===== config.mk =====
export PLATFORM = sky130hd
export DESIGN_NAME = iob_page_xlate
export DESIGN_NICKNAME = d
export VERILOG_FILES = /design/src/rtl/xl_pkg.sv /design/src/rtl/xl_win_decode.sv /design/src/rtl/xl_map_bank.sv /design/src/rtl/xl_wr_arb.sv /design/src/rtl/iob_page_xlate.sv
export SDC_FILE = /design/constraint.sdc
export NUM_CORES = 1
export LEC_CHECK = 0
export ABC_AREA = 0
export CAP_MARGIN = 20
export CORE_UTILIZATION = 37
export CTS_CLUSTER_DIAMETER = 50
export DETAILED_ROUTE_END_ITERATION = 10
export DONT_BUFFER_PORTS = 1
export HOLD_SLACK_MARGIN = 0.12
export PLACE_DENSITY = 0.63
export SLEW_MARGIN = 25
export SYNTH_ARGS = -nofsm -noshare
export SYNTH_HDL_FRONTEND = slang
export SYNTH_SLANG_ARGS = --single-unit

===== constraint.sdc =====
create_clock -name clk -period 2.4 [get_ports clk]
set_input_delay 0.24 -clock clk [delete_from_list [all_inputs] [get_ports clk]]
set_output_delay 0.24 -clock clk [all_outputs]
set_load 0.05 [all_outputs]

===== src/rtl/xl_pkg.sv =====
package xl_pkg;
    parameter int PA_W     = 32;   // peripheral byte address width
    parameter int WA_W     = 32;   // system word address width
    parameter int ENTRIES  = 16;   // entries per map
    parameter int SM_SH    = 12;   // small page shift (4 KB)
    parameter int MID_SH   = 20;   // middle page shift (1 MB)
    parameter int LG_SH    = 28;   // large page shift (256 MB)
    parameter int MID_TOP  = 24;   // first address bit above the middle window

    localparam int IDX_W     = $clog2(ENTRIES);
    localparam int SM_WIN_SH = SM_SH + IDX_W;          // small window size shift
    localparam int BASE_W    = MID_SH - SM_WIN_SH;     // base register width
    localparam int SM_FR_W   = WA_W - (SM_SH - 2);
    localparam int MID_FR_W  = WA_W - (MID_SH - 2);
    localparam int LG_FR_W   = WA_W - (LG_SH - 2);
    localparam int WDATA_W   = SM_FR_W + 1;            // valid + widest frame

    typedef enum logic [1:0] {
        TGT_SMALL = 2'd0,
        TGT_MID   = 2'd1,
        TGT_LARGE = 2'd2,
        TGT_BASE  = 2'd3
    } tgt_sel_e;

    typedef enum logic {
        ARB_OPEN = 1'b0,
        ARB_HOLD = 1'b1
    } arb_state_e;

    typedef struct packed {
        logic               we;
        tgt_sel_e           sel;
        logic [IDX_W-1:0]   idx;
        logic [WDATA_W-1:0] data;
    } wr_cmd_t;
endpackage


===== src/rtl/xl_win_decode.sv =====
module xl_win_decode
    import xl_pkg::*;
(
    input  logic [PA_W-1:0]   addr,
    input  logic [BASE_W-1:0] base,
    output logic              hit_sm,
    output logic              hit_mid,
    output logic              hit_lg,
    output logic [IDX_W-1:0]  idx_sm,
    output logic [IDX_W-1:0]  idx_mid,
    output logic [IDX_W-1:0]  idx_lg
);
    logic [IDX_W-1:0] mid_field;
    logic             below_1m;
    logic             below_top;

    always_comb begin
        below_1m  = (addr[PA_W-1:MID_SH] == '0);
        below_top = (addr[PA_W-1:MID_TOP] == '0);
        mid_field = addr[MID_SH+IDX_W-1:MID_SH];

        hit_sm  = below_1m && (addr[MID_SH-1:SM_WIN_SH] == base);
        hit_mid = below_top && (mid_field != '0) && (mid_field != '1);
        hit_lg  = !below_top;

        idx_sm  = addr[SM_SH+IDX_W-1:SM_SH];
        idx_mid = mid_field - IDX_W'(1);
        idx_lg  = addr[LG_SH+IDX_W-1:LG_SH];
    end

    // Windows never overlap
    always_comb begin
        assert_windows_disjoint_R6: assert ($countones({hit_sm, hit_mid, hit_lg}) <= 1)
            else $error("two windows hit at once");
    end
endmodule


===== src/rtl/xl_map_bank.sv =====
module xl_map_bank
    import xl_pkg::*;
#(
    parameter int FR_W = 14
) (
    input  logic             clk,
    input  logic             rst_n,
    input  logic             wr_en,
    input  logic [IDX_W-1:0] wr_idx,
    input  logic             wr_valid,
    input  logic [FR_W-1:0]  wr_frame,
    input  logic [IDX_W-1:0] rd_idx,
    output logic             rd_valid,
    output logic [FR_W-1:0]  rd_frame
);
    logic [ENTRIES-1:0]           ent_v;
    logic [ENTRIES-1:0][FR_W-1:0] ent_f;

    always_ff @(posedge clk or negedge rst_n) begin
        if (!rst_n) begin
            ent_v <= '0;
            ent_f <= '0;
        end else if (wr_en) begin
            ent_v[wr_idx] <= wr_valid;
            ent_f[wr_idx] <= wr_frame;
        end
    end

    always_comb begin
        rd_valid = ent_v[rd_idx];
        rd_frame = ent_f[rd_idx];
    end

    // An accepted write is visible in the entry after the edge
    assert_entry_loaded_R8: assert property (@(posedge clk) disable iff (!rst_n)
        wr_en |=> (ent_v[$past(wr_idx)] == $past(wr_valid)) &&
                  (ent_f[$past(wr_idx)] == $past(wr_frame)))
        else $error("map entry not loaded");
endmodule


===== src/rtl/xl_wr_arb.sv =====
module xl_wr_arb
    import xl_pkg::*;
(
    input  logic    clk,
    input  logic    rst_n,
    input  wr_cmd_t sys_cmd,
    input  wr_cmd_t per_cmd,
    output wr_cmd_t cmd_o,
    output logic    stall_o
);
    arb_state_e state_q, state_d;
    wr_cmd_t    held_q;
    logic       capture;

    // state register
    always_ff @(posedge clk or negedge rst_n) begin
        if (!rst_n) begin
            state_q <= ARB_OPEN;
            held_q  <= '0;
        end else begin
            state_q <= state_d;
            if (capture) held_q <= per_cmd;
        end
    end

    // next state and outputs
    always_comb begin
        state_d = state_q;
        capture = 1'b0;
        cmd_o   = '0;
        stall_o = 1'b0;
        unique case (state_q)
            ARB_OPEN: begin
                if (sys_cmd.we) begin
                    cmd_o = sys_cmd;
                    if (per_cmd.we) begin
                        capture = 1'b1;
                        state_d = ARB_HOLD;
                    end
                end else if (per_cmd.we) begin
                    cmd_o = per_cmd;
                end
            end
            ARB_HOLD: begin
                stall_o = 1'b1;
                if (sys_cmd.we) begin
                    cmd_o = sys_cmd;
                end else begin
                    cmd_o   = held_q;
                    state_d = ARB_OPEN;
                end
            end
            default: state_d = ARB_OPEN;
        endcase
    end

    assert_clash_stalls_R10: assert property (@(posedge clk) disable iff (!rst_n)
        (sys_cmd.we && per_cmd.we && !stall_o) |=> stall_o)
        else $error("collision did not stall peripheral write");

    assert_stall_clears_R10: assert property (@(posedge clk) disable iff (!rst_n)
        (stall_o && !sys_cmd.we) |=> !stall_o)
        else $error("stall held longer than needed");

    assert_stall_extends_R11: assert property (@(posedge clk) disable iff (!rst_n)
        (stall_o && sys_cmd.we) |=> stall_o)
        else $error("held write dropped under system write");
endmodule


===== src/rtl/iob_page_xlate.sv =====
module iob_page_xlate
    import xl_pkg::*;
(
    input  logic                clk,
    input  logic                rst_n,
    input  logic                req_valid,
    input  logic [PA_W-1:0]     req_addr,
    input  logic                sys_wr_en,
    input  logic [1:0]          sys_wr_sel,
    input  logic [IDX_W-1:0]    sys_wr_idx,
    input  logic [WDATA_W-1:0]  sys_wr_data,
    input  logic                per_wr_en,
    input  logic [1:0]          per_wr_sel,
    input  logic [IDX_W-1:0]    per_wr_idx,
    input  logic [WDATA_W-1:0]  per_wr_data,
    output logic                per_wr_stall,
    output logic                xo_valid,
    output logic [WA_W-1:0]     xo_word_addr,
    output logic [1:0]          xo_byte_off,
    output logic                xo_miss
);
    wr_cmd_t sys_cmd, per_cmd, cmd;

    always_comb begin
        sys_cmd = {sys_wr_en, tgt_sel_e'(sys_wr_sel), sys_wr_idx, sys_wr_data};
        per_cmd = {per_wr_en, tgt_sel_e'(per_wr_sel), per_wr_idx, per_wr_data};
    end

    xl_wr_arb u_arb (
        .clk     (clk),
        .rst_n   (rst_n),
        .sys_cmd (sys_cmd),
        .per_cmd (per_cmd),
        .cmd_o   (cmd),
        .stall_o (per_wr_stall)
    );

    // window base register
    logic [BASE_W-1:0] base_q;
    always_ff @(posedge clk or negedge rst_n) begin
        if (!rst_n)                               base_q <= '0;
        else if (cmd.we && cmd.sel == TGT_BASE)   base_q <= cmd.data[BASE_W-1:0];
    end

    logic             hit_sm, hit_mid, hit_lg;
    logic [IDX_W-1:0] idx_sm, idx_mid, idx_lg;

    xl_win_decode u_dec (
        .addr    (req_addr),
        .base    (base_q),
        .hit_sm  (hit_sm),
        .hit_mid (hit_mid),
        .hit_lg  (hit_lg),
        .idx_sm  (idx_sm),
        .idx_mid (idx_mid),
        .idx_lg  (idx_lg)
    );

    logic                sm_v, mid_v, lg_v;
    logic [SM_FR_W-1:0]  sm_f;
    logic [MID_FR_W-1:0] mid_f;
    logic [LG_FR_W-1:0]  lg_f;
    logic                ent_valid_bit;

    assign ent_valid_bit = cmd.data[WDATA_W-1];

    xl_map_bank #(.FR_W(SM_FR_W)) u_map_sm (
        .clk      (clk),
        .rst_n    (rst_n),
        .wr_en    (cmd.we && cmd.sel == TGT_SMALL),
        .wr_idx   (cmd.idx),
        .wr_valid (ent_valid_bit),
        .wr_frame (cmd.data[SM_FR_W-1:0]),
        .rd_idx   (idx_sm),
        .rd_valid (sm_v),
        .rd_frame (sm_f)
    );

    xl_map_bank #(.FR_W(MID_FR_W)) u_map_mid (
        .clk      (clk),
        .rst_n    (rst_n),
        .wr_en    (cmd.we && cmd.sel == TGT_MID),
        .wr_idx   (cmd.idx),
        .wr_valid (ent_valid_bit),
        .wr_frame (cmd.data[MID_FR_W-1:0]),
        .rd_idx   (idx_mid),
        .rd_valid (mid_v),
        .rd_frame (mid_f)
    );

    xl_map_bank #(.FR_W(LG_FR_W)) u_map_lg (
        .clk      (clk),
        .rst_n    (rst_n),
        .wr_en    (cmd.we && cmd.sel == TGT_LARGE),
        .wr_idx   (cmd.idx),
        .wr_valid (ent_valid_bit),
        .wr_frame (cmd.data[LG_FR_W-1:0]),
        .rd_idx   (idx_lg),
        .rd_valid (lg_v),
        .rd_frame (lg_f)
    );

    // translation result
    logic            nx_miss;
    logic [WA_W-1:0] nx_word;

    always_comb begin
        nx_miss = 1'b1;
        nx_word = '0;
        if (hit_sm && sm_v) begin
            nx_miss = 1'b0;
            nx_word = {sm_f, req_addr[SM_SH-1:2]};
        end else if (hit_mid && mid_v) begin
            nx_miss = 1'b0;
            nx_word = {mid_f, req_addr[MID_SH-1:2]};
        end else if (hit_lg && lg_v) begin
            nx_miss = 1'b0;
            nx_word = {lg_f, req_addr[LG_SH-1:2]};
        end
    end

    always_ff @(posedge clk or negedge rst_n) begin
        if (!rst_n) begin
            xo_valid     <= 1'b0;
            xo_miss      <= 1'b0;
            xo_word_addr <= '0;
            xo_byte_off  <= '0;
        end else begin
            xo_valid <= req_valid;
            if (req_valid) begin
                xo_miss      <= nx_miss;
                xo_word_addr <= nx_word;
                xo_byte_off  <= req_addr[1:0];
            end else begin
                xo_miss      <= 1'b0;
                xo_word_addr <= '0;
                xo_byte_off  <= '0;
            end
        end
    end

    assert_result_follows_req_R7: assert property (@(posedge clk) disable iff (!rst_n)
        req_valid |=> xo_valid)
        else $error("missing result");

    assert_idle_quiet_R7: assert property (@(posedge clk) disable iff (!rst_n)
        !req_valid |=> (!xo_valid && !xo_miss && xo_word_addr == '0))
        else $error("result without request");

    assert_byte_off_R5: assert property (@(posedge clk) disable iff (!rst_n)
        req_valid |=> (xo_byte_off == $past(req_addr[1:0])))
        else $error("byte offset wrong");

    assert_miss_zero_R6: assert property (@(posedge clk) disable iff (!rst_n)
        xo_miss |-> (xo_word_addr == '0))
        else $error("miss with nonzero address");
endmodule


==> impl_metrics.py <==
metrics = {
    "yosys": {
        "synth_area_leaders": "dfrtp_1 (53%), mux4_2 (13%), mux2_2 (12%)",
        "yosysTopAreaCellShare_pct": 53.5,
        "syn_area_mm2": 0.0370,
        "yosysMostFrequentCell": "dfrtp_1",
        "postSynthAreaPerCell_um2": 16.0,
        "yosysTopAreaCell": "dfrtp_1",
        "synth_cell_types": 59,
        "syn-num-nets": 2410,
        "synth_ff_type": "dfrtp_1",
        "syn_inst": 2313,
        "ys_ff_latch": 791,
        "async_flop_share_pct": 100,
        "synth_warnings": 0,
        "synth_edf_count": 0,
        "synth_commonest_cells": "dfrtp_1 (791), mux2_2 (403), mux2_1 (337)",
        "synth-seq-area-share_pct": 53.5,
    },
    "setup_path": {
        "critPathLaunchType": "flip-flop",
        "crit_fanout": 6,
        "end_kind": "flip-flop",
        "cp_slowest_cell": "and3b_4",
        "crit_arrival_ps": 2960,
        "path_buf_inv": 3,
        "crit_cells": 8,
        "crit_type": "flip-flop to flip-flop",
        "critPathMaxStageDelay_ps": 460,
        "crit_chain": "buf_6 -> nand3b_1 -> a31oi_4 -> buf_6 -> nand2_8 -> and3b_4 -> clkbuf_16 -> mux2_1",
        "required_ps": 2950,
        "critPathTopFamily": "simple AND/OR/NAND/NOR gates",
        "reg2reg_depth": 8,
        "crit_top_cell": "buf_6",
    },
    "detailed_routing": {
        "wl_per_cell_um": 26.1,
        "vias": 21400,
        "drc": 0,
        "drt_first_pass_iters": 5,
        "wirelength_mm": 100,
        "drtIter0Drc": 1577,
        "ant_nets": 0,
        "viasPerCell": 5.57,
    },
    "placed_design": {
        "place_ws_ps": -377,
        "hpwl_mm": 58.0,
        "numPortBuffers": 0,
        "place.gp.congestion": 0.820,
        "place_inst": 3526,
    },
    "power_and_ir_drop": {
        "vdd_drop_max_uv": 622,
        "pwr_density_cell_mw_per_mm2": 942,
        "total_power_mw": 42.4,
        "power.leakage_nw": 20.5,
    },
    "sta": {
        "fin_crit_ps": 2420,
        "hold_viol": 428,
        "setup_violations": 5,
        "fin_crit_sh_pct": 101,
        "fin_tns_setup_ps": -59.8,
        "fin_skew_ps": 53.9,
        "slew_violations": 0,
        "finalWorstSetupSlack_ps": -18.7,
        "worst_pin_slew_ps": 998,
        "max_freq_ghz": 0.413,
        "maxSlewHeadroom_pct": 33.4,
        "holdWs_ps": -752,
        "grt_setup_unrepaired": "yes",
    },
    "clock_tree": {
        "root_buffer": "clkbuf_16",
        "hold_buffers": 96,
        "cts.clk_slew.worst_paths_ps": 60,
        "clock_sinks": 791,
        "cts_max_level": 3,
        "clk_path_buf_depth": 3,
        "cts_buffers": 100,
        "tritoncts": "yes",
        "worstSkewPairLatency_ps": 680,
    },
    "grt": {
        "globalRouteOverflowTotal": 0,
        "grt_usage_pct": 19.4,
        "antenna_found_initial": 8,
        "grt_pass1_wl_mm": 150,
        "grt_max_degree": 792,
        "grt_pass1_vias": 23200,
    },
    "floorplanning": {
        "fp.dieW_um": 318,
        "die_y_um": 318,
        "core_area_mm2": 0.0987,
        "rows": 115,
        "die_area_mm2": 0.101,
        "start_util_pct": 37.5,
        "io_pins": 132,
    },
    "job": {
        "maxCapViolations": 0,
    },
    "hold_path": {
        "hp-class": "primary input to async pin",
    },
    "finish": {
        "fin_nets": 2573,
        "drive_gt1_share_pct": 43.4,
        "final_cell_count_no_fill": 3848,
        "area_delta_synth_final_pct": 21.4,
    },
    "outcome": {
        "violations": "negative hold slack, negative setup slack",
        "status": "complete, but fails checks",
    },
}
through the flow:
step | hold WS, ps | instance area [um2] | utilization [%]
global route | -791 | 45000 | 45.5
finish | -752 | 45000 | 45.6
detailed placement | -21.2 | 39500 | 40.0
global placement | -2.60 | 39500 | 40.0
CTS | -771 | 44100 | 44.7
floorplan | -55.6 | 37100 | -
report_power, final:
part	leakage (nW)	switching (mW)	internal [mW]	total [mW]
clock	1.70	6.15	9.40	15.5
sequential	10.5	1.89	16.8	18.7
combinational	8.37	3.16	4.98	8.15
total	20.5	11.2	31.2	42.4
final cells by class:
| type | instances | area, um2 |
|---|---|---|
| antenna | 1 | 2.50 |
| clock buffer | 130 | 2750 |
| clock inverter | 56 | 757 |
| fill | 8463 | 53700 |
| inverter | 14 | 55.1 |
| multi-input combinational | 1292 | 16400 |
| sequential | 791 | 19800 |
| tap | 1287 | 1610 |
| timing repair buffer | 277 | 3590 |
kinds of logic after synthesis:
group	count (synthesis)	synth area share, %
mux	1007	37.1
flops	791	53.5
buf+inv	230	3.46
simple gates	179	3.69
compound gates	98	2.06
xor+xnor	6	0.142
fa+ha+maj	2	0.0676
path summary, 6_finish.rpt:
path	to	start	slack [ps]
max in group asynchronous	u_map_sm.ent_f[280]	rst_n	480
setup / recovery	u_map_sm.ent_f[349]	u_arb.state_q	-20
setup reg to reg	u_map_sm.ent_f[349]	u_arb.state_q	-20
hold / removal	u_map_lg.ent_f[20]	rst_n	-750
min in group clk	u_map_sm.ent_f[172]	per_wr_data[18]	140
hold reg to reg	u_map_lg.ent_f[86]	u_map_lg.ent_f[86]	480
sequential cells by signal, summed over array words and instances, names as in the netlist, 4 cells and up:
name	flops
base_q	4
u_arb.held_q	30
u_map_mid.ent_v	16
u_map_sm.ent_v	16
u_map_lg.ent_f	96
xo_word_addr	32
u_map_lg.ent_v	16
u_map_sm.ent_f	352
u_map_mid.ent_f	224
routing by layer:
layer / track usage (%) / vias up / routed length [um]
met1: 27.5 / 11700 / 44800
li1: - / 8959 / -
met3: 3.26 / 159 / 5550
met4: 5.08 / 4 / 2300
met2: 31.1 / 618 / 47600
met5: 0 / - / 34
repair_timing:
| item | CTS | global route |
|---|---|---|
| hold endpoints to repair | 1290 | 428 |
| setup buffers | 8 | 14 |
| endpoints found under the setup margin | 303 | 234 |
| gates cloned | 1 | 12 |
| pin swaps | 3 | 7 |
| gates resized for setup | 16 | 81 |
cells in the final DEF, fill, tap and decap left out, types with 14 or more instances in the layout:
cell / instances
nor2b_1: 38
a22oi_1: 24
dfrtp_1: 790
clkinv_2: 14
mux2_2: 394
buf_6: 14
clkbuf_16: 110
mux2i_1: 30
nand3_4: 17
buf_12: 76
mux2_4: 74
dlygate4sd3_1: 94
clkbuf_1: 17
nand2_1: 32
buf_4: 77
mux2_1: 302
mux4_2: 206
No activity file was read; power rests on OpenSTA's default activity.
